$ cat config.mk
export PLATFORM = sky130hd
export DESIGN_NAME = crm_ir_tx
export DESIGN_NICKNAME = d
export VERILOG_FILES = /design/src/rtl/crm_pkg.sv /design/src/rtl/crm_uart_rx.sv /design/src/rtl/crm_char_fifo.sv /design/src/rtl/crm_ir_serializer.sv /design/src/rtl/crm_ir_tx.sv
export SDC_FILE = /design/constraint.sdc
export NUM_CORES = 1
export LEC_CHECK = 0
export ABC_AREA = 0
export BUFFER_PORTS_ARGS = -buffer_cell sky130_fd_sc_hd__buf_4
export CAP_MARGIN = 40
export CELL_PAD_IN_SITES_DETAIL_PLACEMENT = 1
export CELL_PAD_IN_SITES_GLOBAL_PLACEMENT = 1
export CORE_UTILIZATION = 51
export CTS_CLUSTER_SIZE = 24
export DETAILED_ROUTE_END_ITERATION = 8
export HOLD_SLACK_MARGIN = 0.05
export PLACE_DENSITY_LB_ADDON = 0.08
export SLEW_MARGIN = 30
export SYNTH_ARGS = -nofsm -noshare
export SYNTH_HDL_FRONTEND = slang
export SYNTH_SLANG_ARGS = --single-unit
$ cat constraint.sdc
create_clock -name clk -period 5.2 [get_ports clk]
set_clock_uncertainty 0.1 [all_clocks]
set_input_delay 0.26 -clock clk [delete_from_list [all_inputs] [get_ports clk]]
set_output_delay 0.26 -clock clk [all_outputs]
set_load 0.02 [all_outputs]
$ cat src/rtl/crm_pkg.sv
package crm_pkg;

  // width of both programmable dividers
  localparam int unsigned DIV_W    = 8;
  // base clocks per bit-rate step and host ticks per host bit
  localparam int unsigned PRESCALE = 16;
  localparam int unsigned PRE_W    = $clog2(PRESCALE);

  typedef enum logic [1:0] {
    RX_IDLE,
    RX_START,
    RX_DATA,
    RX_STOP
  } rx_state_t;

  // clocks per transmitted bit for a given divider setting
  function automatic int unsigned bit_period_clks(input logic [DIV_W-1:0] div);
    return PRESCALE * (int'(div) + 1);
  endfunction

  // carrier phase: high for the first (div>>1)+1 counts of each period
  function automatic logic carrier_phase_on(input logic [DIV_W-1:0] cnt,
                                            input logic [DIV_W-1:0] div);
    return cnt <= (div >> 1);
  endfunction

endpackage

$ cat src/rtl/crm_uart_rx.sv
module crm_uart_rx
  import crm_pkg::*;
#(
  parameter int unsigned DATA_BITS = 8
) (
  input  logic                 clk,
  input  logic                 rst_n,
  input  logic                 rxd_async,
  input  logic                 tick,
  output logic [DATA_BITS-1:0] data,
  output logic                 valid
);

  localparam int unsigned BIDX_W = $clog2(DATA_BITS);
  localparam logic [PRE_W-1:0]  TICK_LAST = PRE_W'(PRESCALE - 1);
  localparam logic [PRE_W-1:0]  TICK_MID  = PRE_W'(PRESCALE / 2 - 1);
  localparam logic [BIDX_W-1:0] BIT_LAST  = BIDX_W'(DATA_BITS - 1);

  logic [1:0]        sync_q;
  logic              rxd;
  rx_state_t         state;
  logic [PRE_W-1:0]  tick_cnt;
  logic [BIDX_W-1:0] bit_cnt;

  assign rxd = sync_q[1];

  always_ff @(posedge clk) begin
    if (!rst_n) begin
      sync_q   <= 2'b11;
      state    <= RX_IDLE;
      tick_cnt <= '0;
      bit_cnt  <= '0;
      data     <= '0;
      valid    <= 1'b0;
    end else begin
      sync_q <= {sync_q[0], rxd_async};
      valid  <= 1'b0;
      if (tick) begin
        unique case (state)
          RX_IDLE: begin
            if (!rxd) begin
              state    <= RX_START;
              tick_cnt <= '0;
            end
          end
          RX_START: begin
            if (tick_cnt == TICK_MID) begin
              // confirm start bit at its centre, else treat as a glitch
              if (!rxd) begin
                state    <= RX_DATA;
                tick_cnt <= '0;
                bit_cnt  <= '0;
              end else begin
                state <= RX_IDLE;
              end
            end else begin
              tick_cnt <= tick_cnt + 1'b1;
            end
          end
          RX_DATA: begin
            if (tick_cnt == TICK_LAST) begin
              tick_cnt <= '0;
              data     <= {rxd, data[DATA_BITS-1:1]};
              if (bit_cnt == BIT_LAST) state <= RX_STOP;
              else                     bit_cnt <= bit_cnt + 1'b1;
            end else begin
              tick_cnt <= tick_cnt + 1'b1;
            end
          end
          RX_STOP: begin
            if (tick_cnt == TICK_LAST) begin
              state <= RX_IDLE;
              valid <= rxd;
            end else begin
              tick_cnt <= tick_cnt + 1'b1;
            end
          end
          default: state <= RX_IDLE;
        endcase
      end
    end
  end

  a_r1_single_write: assert property (@(posedge clk) disable iff (!rst_n)
    valid |=> !valid);

  a_r2_write_needs_stop: assert property (@(posedge clk) disable iff (!rst_n)
    valid |-> $past(state == RX_STOP));

endmodule

$ cat src/rtl/crm_char_fifo.sv
module crm_char_fifo #(
  parameter int unsigned DATA_BITS = 8,
  parameter int unsigned DEPTH     = 22
) (
  input  logic                         clk,
  input  logic                         rst_n,
  input  logic                         push,
  input  logic [DATA_BITS-1:0]         push_data,
  input  logic                         pop,
  output logic [DATA_BITS-1:0]         head,
  output logic [$clog2(DEPTH+1)-1:0]   count,
  output logic                         overflow
);

  localparam int unsigned PTR_W = $clog2(DEPTH);
  localparam int unsigned CNT_W = $clog2(DEPTH + 1);
  localparam logic [CNT_W-1:0] CNT_FULL = CNT_W'(DEPTH);

  logic [DATA_BITS-1:0] mem [DEPTH];
  logic [PTR_W-1:0]     wr_ptr, rd_ptr;
  logic                 full, accept, pop_ok;

  function automatic logic [PTR_W-1:0] ptr_next(input logic [PTR_W-1:0] p);
    return (p == PTR_W'(DEPTH - 1)) ? '0 : p + 1'b1;
  endfunction

  assign full   = (count == CNT_FULL);
  assign pop_ok = pop && (count != '0);
  assign accept = push && (!full || pop_ok);
  assign head   = mem[rd_ptr];

  always_ff @(posedge clk) begin
    if (accept) mem[wr_ptr] <= push_data;
  end

  always_ff @(posedge clk) begin
    if (!rst_n) begin
      wr_ptr   <= '0;
      rd_ptr   <= '0;
      count    <= '0;
      overflow <= 1'b0;
    end else begin
      if (accept) wr_ptr <= ptr_next(wr_ptr);
      if (pop_ok) rd_ptr <= ptr_next(rd_ptr);
      count    <= count + CNT_W'(accept) - CNT_W'(pop_ok);
      overflow <= overflow | (push && !accept);
    end
  end

  a_r9_overflow_sticky: assert property (@(posedge clk) disable iff (!rst_n)
    overflow |=> overflow);

  a_r9_drop_keeps_count: assert property (@(posedge clk) disable iff (!rst_n)
    (push && full && !pop) |=> (count == $past(count)));

  a_r7_count_bound: assert property (@(posedge clk) disable iff (!rst_n)
    count <= CNT_FULL);

endmodule

$ cat src/rtl/crm_ir_serializer.sv
module crm_ir_serializer
  import crm_pkg::*;
#(
  parameter int unsigned DATA_BITS = 8
) (
  input  logic                 clk,
  input  logic                 rst_n,
  input  logic                 have_char,
  input  logic                 more_after_pop,
  input  logic [DATA_BITS-1:0] cur_char,
  input  logic [DIV_W-1:0]     rate_div,
  input  logic [DIV_W-1:0]     carrier_div,
  output logic                 led,
  output logic                 char_done
);

  localparam int unsigned BIDX_W = $clog2(DATA_BITS);
  localparam logic [BIDX_W-1:0] BIT_LAST = BIDX_W'(DATA_BITS - 1);
  localparam logic [PRE_W-1:0]  PRE_LAST = PRE_W'(PRESCALE - 1);

  logic              active;
  logic [BIDX_W-1:0] bit_idx;
  logic [PRE_W-1:0]  pre_cnt;
  logic [DIV_W-1:0]  rate_cnt;
  logic [DIV_W-1:0]  car_cnt;
  logic              pre_wrap, rate_wrap, car_wrap, bit_end, last_bit;

  assign pre_wrap  = (pre_cnt == PRE_LAST);
  assign rate_wrap = (rate_cnt >= rate_div);
  assign car_wrap  = (car_cnt >= carrier_div);
  assign bit_end   = active && pre_wrap && rate_wrap;
  assign last_bit  = (bit_idx == BIT_LAST);
  assign char_done = bit_end && last_bit;

  always_ff @(posedge clk) begin
    if (!rst_n) begin
      active   <= 1'b0;
      bit_idx  <= '0;
      pre_cnt  <= '0;
      rate_cnt <= '0;
      car_cnt  <= '0;
    end else if (!active) begin
      // idle: timers parked at zero, start as soon as a character is held
      bit_idx  <= '0;
      pre_cnt  <= '0;
      rate_cnt <= '0;
      car_cnt  <= '0;
      active   <= have_char;
    end else begin
      pre_cnt <= pre_wrap ? '0 : pre_cnt + 1'b1;
      if (pre_wrap) rate_cnt <= rate_wrap ? '0 : rate_cnt + 1'b1;
      car_cnt <= car_wrap ? '0 : car_cnt + 1'b1;
      if (bit_end) begin
        bit_idx <= last_bit ? '0 : bit_idx + 1'b1;
        if (last_bit && !more_after_pop) active <= 1'b0;
      end
    end
  end

  assign led = active && !cur_char[bit_idx] && carrier_phase_on(car_cnt, carrier_div);

  a_r6_dark_when_idle: assert property (@(posedge clk) disable iff (!rst_n)
    !active |-> !led);

  a_r5_no_gap: assert property (@(posedge clk) disable iff (!rst_n)
    (char_done && more_after_pop) |=> (active && bit_idx == '0));

  a_r3_bit_held: assert property (@(posedge clk) disable iff (!rst_n)
    (active && !bit_end) |=> $stable(bit_idx));

endmodule

$ cat src/rtl/crm_ir_tx.sv
module crm_ir_tx
  import crm_pkg::*;
#(
  parameter int unsigned DATA_BITS  = 8,
  parameter int unsigned FIFO_DEPTH = 22
) (
  input  logic             clk,
  input  logic             rst_n,
  input  logic             txd_in,
  input  logic             baud16_tick,
  input  logic [DIV_W-1:0] carrier_div,
  input  logic [DIV_W-1:0] bitrate_div,
  output logic             led_on,
  output logic             busy,
  output logic             overflow
);

  localparam int unsigned CNT_W = $clog2(FIFO_DEPTH + 1);
  localparam logic [CNT_W-1:0] BUSY_LEVEL = CNT_W'(FIFO_DEPTH - 1);

  logic [DATA_BITS-1:0] wr_data, head;
  logic                 wr_valid, char_done, more;
  logic [CNT_W-1:0]     fifo_count;

  crm_uart_rx #(.DATA_BITS(DATA_BITS)) rx_i (
    .clk       (clk),
    .rst_n     (rst_n),
    .rxd_async (txd_in),
    .tick      (baud16_tick),
    .data      (wr_data),
    .valid     (wr_valid)
  );

  crm_char_fifo #(.DATA_BITS(DATA_BITS), .DEPTH(FIFO_DEPTH)) fifo_i (
    .clk       (clk),
    .rst_n     (rst_n),
    .push      (wr_valid),
    .push_data (wr_data),
    .pop       (char_done),
    .head      (head),
    .count     (fifo_count),
    .overflow  (overflow)
  );

  assign more = (fifo_count > CNT_W'(1)) || wr_valid;

  crm_ir_serializer #(.DATA_BITS(DATA_BITS)) ser_i (
    .clk            (clk),
    .rst_n          (rst_n),
    .have_char      (fifo_count != '0),
    .more_after_pop (more),
    .cur_char       (head),
    .rate_div       (bitrate_div),
    .carrier_div    (carrier_div),
    .led            (led_on),
    .char_done      (char_done)
  );

  assign busy = (fifo_count >= BUSY_LEVEL);

  a_r8_busy_release: assert property (@(posedge clk) disable iff (!rst_n)
    (fifo_count == BUSY_LEVEL && char_done && !wr_valid) |=> !busy);

  a_r7_busy_raise: assert property (@(posedge clk) disable iff (!rst_n)
    (fifo_count == BUSY_LEVEL - 1'b1 && wr_valid && !char_done) |=> busy);

endmodule

==> qor.txt, run 1 <==
worst-skew pair later-pin latency - 0.52 ns
Net Sw Frac - 0.199
Async SR Flop Fraction - 0
Final #Nets - 893
post-synthesis sequential area ratio - 0.617
WL final - 24500 um
HP Start - bitrate_div[7]
I/O pins - 23
DRC - 0
P_leak - 4.46 nW
Vias - 6469
DIE AREA - 0.0215 mm^2
Setup TNS - 0 ns
Post-Syn Area - 0.0107 mm^2
average size of a mapped cell - 13.9 um^2
Hold Path Depth - 6
fillers - 1976
Max Fclk - 276 MHz
Adder-Cell Fraction of Synth Area - 0.0663
Overall Global Routing Usage - 0.237
complex-gate fraction of the synthesized area - 0.0607
worst r2r src - ser_i.rate_cnt[0]
maximum number of pins on one net before global-route repair - 30
fin crit period - 3.63 ns
row count - 52
RR Endpoint - fifo_i.count[4]
H-tree depth - 1
utilization after layout - 0.596
CTS tree - done
Clock Path Buffers - 3
final period utilization - 0.698
Post-Syn Nets - 843
hpwl dp - 16800 um
Slew Viols, Final - 0
CP Buf/Inv Count - 2
Top delay family on crit path - simple AND/OR/NAND/NOR gates
First DRT Iteration DRCs - 400
# diodes - 0
Hold Path Class - in2reg
max-cap violation count - 0
combinational share of power - 0.014
mux contribution to synthesized area - 0.116
yosys warns - 0
Main synth FF type - edfxtp_1
Fin. Hold Viols - 0
Final Setup Violations - 0
hold_buf cts - 5
initial antenna violation count - 0
P_sw - 0.000766 W
Clk network pwr share - 0.456
Hold EP - ser_i.rate_cnt[1]
EDFF count, synth - 176
DRT antenna net count - 0
number of global-route vias before repair - 7032
most frequent cells in the layout - 176 x edfxtp_1, 74 x nor2_1, 61 x dfxtp_1
DR WL/cell - 22.1 um
critical path capture point type - output pin
CTS buffer count - 25
Largest stage delay, worst path - 0.81 ns
Clock Sinks - 241
Post-CTS Setup Bufs - 0
core area - 0.0204 mm^2
register bit total from synthesis - 241
IO Port Bufs - 22
Mapped Cells - 767
via density per instance - 5.85
max_slew headroom - 0.442
First-pass DRT Iterations - 5
most common cell after layout, fill and taps aside - edfxtp_1
CP Data Arrival Time - 3.27 ns
Die H - 147 um
XOR/XNOR Fraction of Synth Area - 0.0156
internal power - 0.00308 W
crit-path max FO - 15
Critical Path Start Type - register
area delta synth->final - 13.6%
Worst-path clk slew - 0.06 ns
first-pass GRT wire length - 39100 um
maximum vdd drop - 0.000227 V
Initial Utilization - 0.524
Seq pwr share - 0.530
outcome - completed
RSZ-0062 raised after global routing - false
crit-path cells - clkinv_1, or4_1, nand4b_1, o41ai_1, nor4_2, buf_4
chip width - 147 um
Simple-Gate Fraction of Synth Area - 0.0965
share of cells above drive strength 1 - 0.163
R2R depth - 14
Resized Gates After CTS - 0
CP max-delay cell - dfxtp_1
pwr dens - 317 mW/mm^2
Final GP Congestion - 0.792
WS Path Type - reg2out
FF-to-FF setup slack - 1.69 ns
WP data required - 4.84 ns
GRT overflow - 0
Synth cell types - 61
root buf cell - clkbuf_16
dominant combinational cell family by area after synthesis - multiplexers
Least-Margin Pin Slew - 0.834 ns
[per-stage QoR]
step | cells | total power, W | hold slack (ns) | setup slack, ns | instance area [um^2]
2_1_floorplan | 767 | 0.00211 | 0.233 | 2.04 | 10700
3_3_place_gp | 1035 | 0.00213 | 0.293 | 1.85 | 11100
3_5_place_dp | 1045 | 0.00213 | 0.309 | 1.79 | 11200
4_1_cts | 1096 | 0.00388 | 0.266 | 1.52 | 12100
5_1_grt | 1106 | 0.00395 | 0.326 | 1.35 | 12100
6_report | 1106 | 0.00385 | 0.286 | 1.57 | 12100
[worst reg2reg max path: cells and delay by family (launching register included)]
family | cells | cell delay, ns
flip-flops | 1 | 0.39
AND/OR/NAND/NOR | 5 | 1.06
AO/OA/AOI/OAI | 5 | 0.90
adder cells (fa/ha/maj) | 3 | 0.91
buffers and inverters | 1 | 0.06
[logic make-up after synthesis]
group / Yosys count
XOR/XNOR: 19
AND/OR/NAND/NOR: 213
buffers and inverters: 66
adder cells (fa/ha/maj): 56
multiplexers: 73
flip-flops: 241
AO/OA/AOI/OAI: 99
[layer usage]
metal | share of wire | GRT usage | wire (um) | up-vias
li1 | - | - | - | 2988
met1 | 0.45 | 0.321 | 11000 | 3346
met2 | 0.50 | 0.411 | 12400 | 109
met3 | 0.032 | 0.0270 | 779 | 26
met4 | 0.014 | 0.0589 | 350 | 0
met5 | 0 | 0 | 0 | -
[worst max-delay path by stage]
stage                      start         endpoint  slack, ns  cells after the start
2_1_floorplan  ser_i.rate_cnt[0]  fifo_i.count[4]       2.04                     15
3_3_place_gp            register           led_on       1.85                      7
3_5_place_dp   ser_i.rate_cnt[0]  fifo_i.count[4]       1.79                     14
4_1_cts                 register           led_on       1.52                      6
5_1_grt                 register           led_on       1.35                      7
6_report                register           led_on       1.57                      6
[state kept, by name (all words and copies together) (netlist names), named ones only]
signal           count
fifo_i.count         5
fifo_i.mem         176
fifo_i.overflow      1
fifo_i.rd_ptr        5
fifo_i.wr_ptr        5
rx_i.bit_cnt         3
rx_i.data            8
rx_i.state           1
rx_i.sync_q          2
rx_i.tick_cnt        4
rx_i.valid           1
ser_i.active         1
ser_i.bit_idx        3
ser_i.car_cnt        8
ser_i.pre_cnt        4
ser_i.rate_cnt       8
[synth_stat cells (3+ instances only)]
master | count | area [um^2]
buf_4 | 5 | 37.5
and3_1 | 5 | 31.3
nand4_1 | 6 | 37.5
a21boi_0 | 4 | 30.0
a22oi_1 | 3 | 22.5
inv_1 | 38 | 143
buf_2 | 8 | 40.0
xor2_1 | 11 | 96.3
nand2b_1 | 10 | 62.6
o21a_1 | 5 | 37.5
nand3b_1 | 5 | 37.5
and2_1 | 3 | 18.8
nand2_1 | 41 | 154
a21o_1 | 3 | 22.5
nor2_1 | 74 | 278
mux4_2 | 35 | 788
mux2i_1 | 28 | 280
mux4_1 | 4 | 105
mux2_2 | 6 | 67.6
edfxtp_1 | 176 | 5290
a31oi_1 | 7 | 43.8
clkbuf_1 | 11 | 41.3
nor3_1 | 12 | 60.1
o21ai_0 | 21 | 105
nor2b_1 | 14 | 87.6
or3_1 | 7 | 43.8
a21oi_1 | 28 | 140
dfxtp_1 | 65 | 1300
xnor2_1 | 8 | 70.1
nand3_1 | 22 | 110
a211oi_1 | 4 | 30.0
ha_1 | 55 | 688
buf_6 | 3 | 33.8
[power by group through the flow]
| stage | clock network (W) | registers (W) | logic (W) |
|---|---|---|---|
| 6_report | 0.00175 | 0.00204 | 0.0000543 |
| 5_1_grt | 0.00185 | 0.00204 | 0.0000606 |
| 4_1_cts | 0.00178 | 0.00204 | 0.0000551 |
| 3_5_place_dp | 0 | 0.00208 | 0.0000515 |
| 3_3_place_gp | 0 | 0.00208 | 0.0000468 |
| 2_1_floorplan | 0 | 0.00208 | 0.0000293 |
[final cells by class]
class                   instances  area [um^2]  area share
multi-input cells             460         3790       0.313
inverters                      39          146      0.0121
flip-flops and latches        241         6590       0.543
clock inverters                17          150      0.0124
repair buffers                 50          453      0.0373
clock buffers                  29          662      0.0545
well taps                     270          338      0.0278
Note: power is estimated with default switching activity, not from simulation.
==> run 2: changes to the inputs <==
--- a/config.mk
+++ b/config.mk
@@ -10,7 +10,7 @@
 export CAP_MARGIN = 40
 export CELL_PAD_IN_SITES_DETAIL_PLACEMENT = 1
 export CELL_PAD_IN_SITES_GLOBAL_PLACEMENT = 1
-export CORE_UTILIZATION = 51
+export CORE_UTILIZATION = 48
 export CTS_CLUSTER_SIZE = 24
 export DETAILED_ROUTE_END_ITERATION = 8
 export HOLD_SLACK_MARGIN = 0.05
==> constraint.sdc (replaced) <==
create_clock -name clk -period 3.2 [get_ports clk]
set_clock_uncertainty 0.1 [all_clocks]
set_input_delay 0.16 -clock clk [delete_from_list [all_inputs] [get_ports clk]]
set_output_delay 0.16 -clock clk [all_outputs]
set_load 0.02 [all_outputs]
==> run 2 against run 1 <==
  * The flow now finishes with violations (setup timing)
  * Non-clock buffer count grew 26
  * Count of clock-buffer cells in the layout rose by 5
  * Utilization is 2.7 points lower
  * Critical endpoint unchanged
  * Largest power group unchanged
==> qor.txt, run 2 (synthesized netlist as in run 1, its figures left out) <==
row count - 54 (+3.8%)
most common cell after layout, fill and taps aside - edfxtp_1
Die H - 151 um (+3.0%)
Hold Path Depth - 6 (unchanged)
worst-skew pair later-pin latency - 0.54 ns (+0.02 ns)
Worst-path clk slew - 0.06 ns (about the same)
fillers - 2103 (+6.4%)
DR WL/cell - 21.9 um (-0.90%)
area taken by multi-input logic gates - 0.00384 mm^2 (+1.2%)
crit-path max FO - 5 (-10)
maximum number of pins on one net before global-route repair - 28 (-6.7%)
Hold Path Class - in2reg
H-tree depth - 1 (unchanged)
Largest stage delay, worst path - 0.56 ns (-0.25 ns)
Top Usage Layer GRT - met2
Overall Global Routing Usage - 0.225 (-0.0125)
Final #Nets - 920 (+3.0%)
Final Setup Violations - 1 (+1)
root buf cell - clkbuf_16
via density per instance - 5.69 (-2.8%)
maximum vdd drop - 0.000384 V (+69%)
CP max-delay cell - mux4_2
dpl cells - 1068 (+2.2%)
WS Path Type - reg2out
met3 usage - 0.0310 (+0.00401)
initial antenna violation count - 0 (unchanged)
fin crit period - 3.21 ns
GRT overflow - 0 (unchanged)
First-pass DRT Iterations - 4 (-1)
max reg flops - 176 (unchanged)
P_leak - 4.74 nW (+6.2%)
utilization after layout - 0.569 (-0.0273)
first-pass GRT wire length - 38800 um (-0.92%)
Slew Viols, Final - 0 (unchanged)
DRC - 0 (unchanged)
failing checks - setup timing
critical path capture point type - output pin
WP data required - 2.94 ns (-1.90 ns)
final cell count without fillers - 1140 (+3.1%)
Final GP Congestion - 0.830 (+4.8%)
Least-Margin Pin Slew - 0.843 ns (+0.00881 ns)
DIE AREA - 0.0229 mm^2 (+6.2%)
global routing met2 resource utilization - 0.380 (-0.0316)
hpwl dp - 17200 um (+2.3%)
IO Port Bufs - 22 (unchanged)
Critical Path Start Type - register
core area - 0.0218 mm^2 (+7.2%)
most frequent cells in the layout - 176 x edfxtp_1, 73 x nor2_1, 62 x dfxtp_1
Initial Utilization - 0.489 (-0.0351)
chip width - 151 um (+3.0%)
Power Total - 0.00634 W (+65%)
Fin. Hold Viols - 0 (unchanged)
max-cap violation count - 0 (unchanged)
largest reg by FF count - fifo_i.mem
dpl ws - -0.0417 ns (-1.83 ns)
# diodes - 0 (unchanged)
crit-path cells - buf_8, mux4_2, mux4_2, mux2i_1, nor2_1, nor2_1, a211oi_1, nor4_2, buf_4
Area after DPL - 0.0113 mm^2 (+0.75%)
final period utilization - 1.00
Clock Path Buffers - 3 (unchanged)
flip-flop and latch area - 0.00660 mm^2 (about the same)
CTS buffer count - 26 (+4.0%)
number of global-route vias before repair - 6962 (-1.0%)
post-route cell area - 0.0124 mm^2 (+2.2%)
Vias - 6482 (+0.20%)
WL final - 25000 um (+2.1%)
outcome - finished with violations
Final WS setup - -0.00522 ns (-1.58 ns)
GRT met1 Usage - 0.310 (-0.0105)
I/O pins - 23 (unchanged)
Clock Sinks - 241 (unchanged)
DRT antenna net count - 0 (unchanged)
CTS tree - done
Max Fclk - 312 MHz
share of cells above drive strength 1 - 0.200 (+0.0373)
First DRT Iteration DRCs - 381 (-4.8%)
area delta synth->final - 16.2%
R2R depth - 14 (unchanged)
RSZ-0062 raised after global routing - true
pwr dens - 511 mW/mm^2 (+61%)
CP Data Arrival Time - 2.95 ns (-0.32 ns)
max_slew headroom - 0.437 (-0.00459)
## run 2: changes by cell type in the layout (fill, tap and decap cells not counted), sizes merged
cell	delta
inv	-2
clkbuf	+10
buf	+21
clkinv	-5
## run 2: worst max-delay path: cells and delay by family (launching register included)
kind	cells	cell delay [ns]
AO/OA/AOI/OAI	1	0.08
flip-flops	1	0.39
AND/OR/NAND/NOR	3	0.36
buffers and inverters	2	0.34
multiplexers	3	1.24
## run 2: where the power goes
part,internal (W),switching (W),total (W)
combinational,0.0000445,0.0000457,0.0000903
sequential,0.00331,0.00000378,0.00331
clock,0.00173,0.00120,0.00294
## run 2: final cells by class
type | instances | share of cell area
sequential | 241 | 0.532
multi-input combinational | 460 | 0.309
clock buffer | 34 | 0.0581
timing repair buffer | 76 | 0.0518
tap | 280 | 0.0282
inverter | 39 | 0.0121
clock inverter | 10 | 0.00877
## run 2: path summary, 6_finish.rpt
path                                         from                 to  slack (ns)
worst max-delay path                     register             led_on      -0.005
worst max register to register  ser_i.rate_cnt[0]    fifo_i.count[4]        0.08
worst min register to register     rx_i.sync_q[0]     rx_i.sync_q[1]        0.31
worst min-delay path               bitrate_div[7]  ser_i.rate_cnt[1]        0.16
## run 2: stage by stage
stage / hold WS, ns / TNS, ns
after global routing: 0.182 / -0.190
after CTS: 0.118 / 0
after floorplan: 0.133 / 0
after detailed placement: 0.256 / -0.0417
final: 0.160 / -0.00522
after global placement: 0.245 / 0
## run 2: routing by layer
| metal | part of all wire | vias up |
|---|---|---|
| li1 | - | 3025 |
| met1 | 0.44 | 3296 |
| met2 | 0.50 | 131 |
| met3 | 0.047 | 30 |
| met4 | 0.014 | 0 |
| met5 | 0 | - |
## run 2: timing repair
item,4_1_cts,5_1_grt
gates resized for setup,7,15
endpoints found under the hold margin,22,0
setup endpoints to repair,2,2
hold buffers,5,0
pin swaps,2,4
buffers inserted,6,3
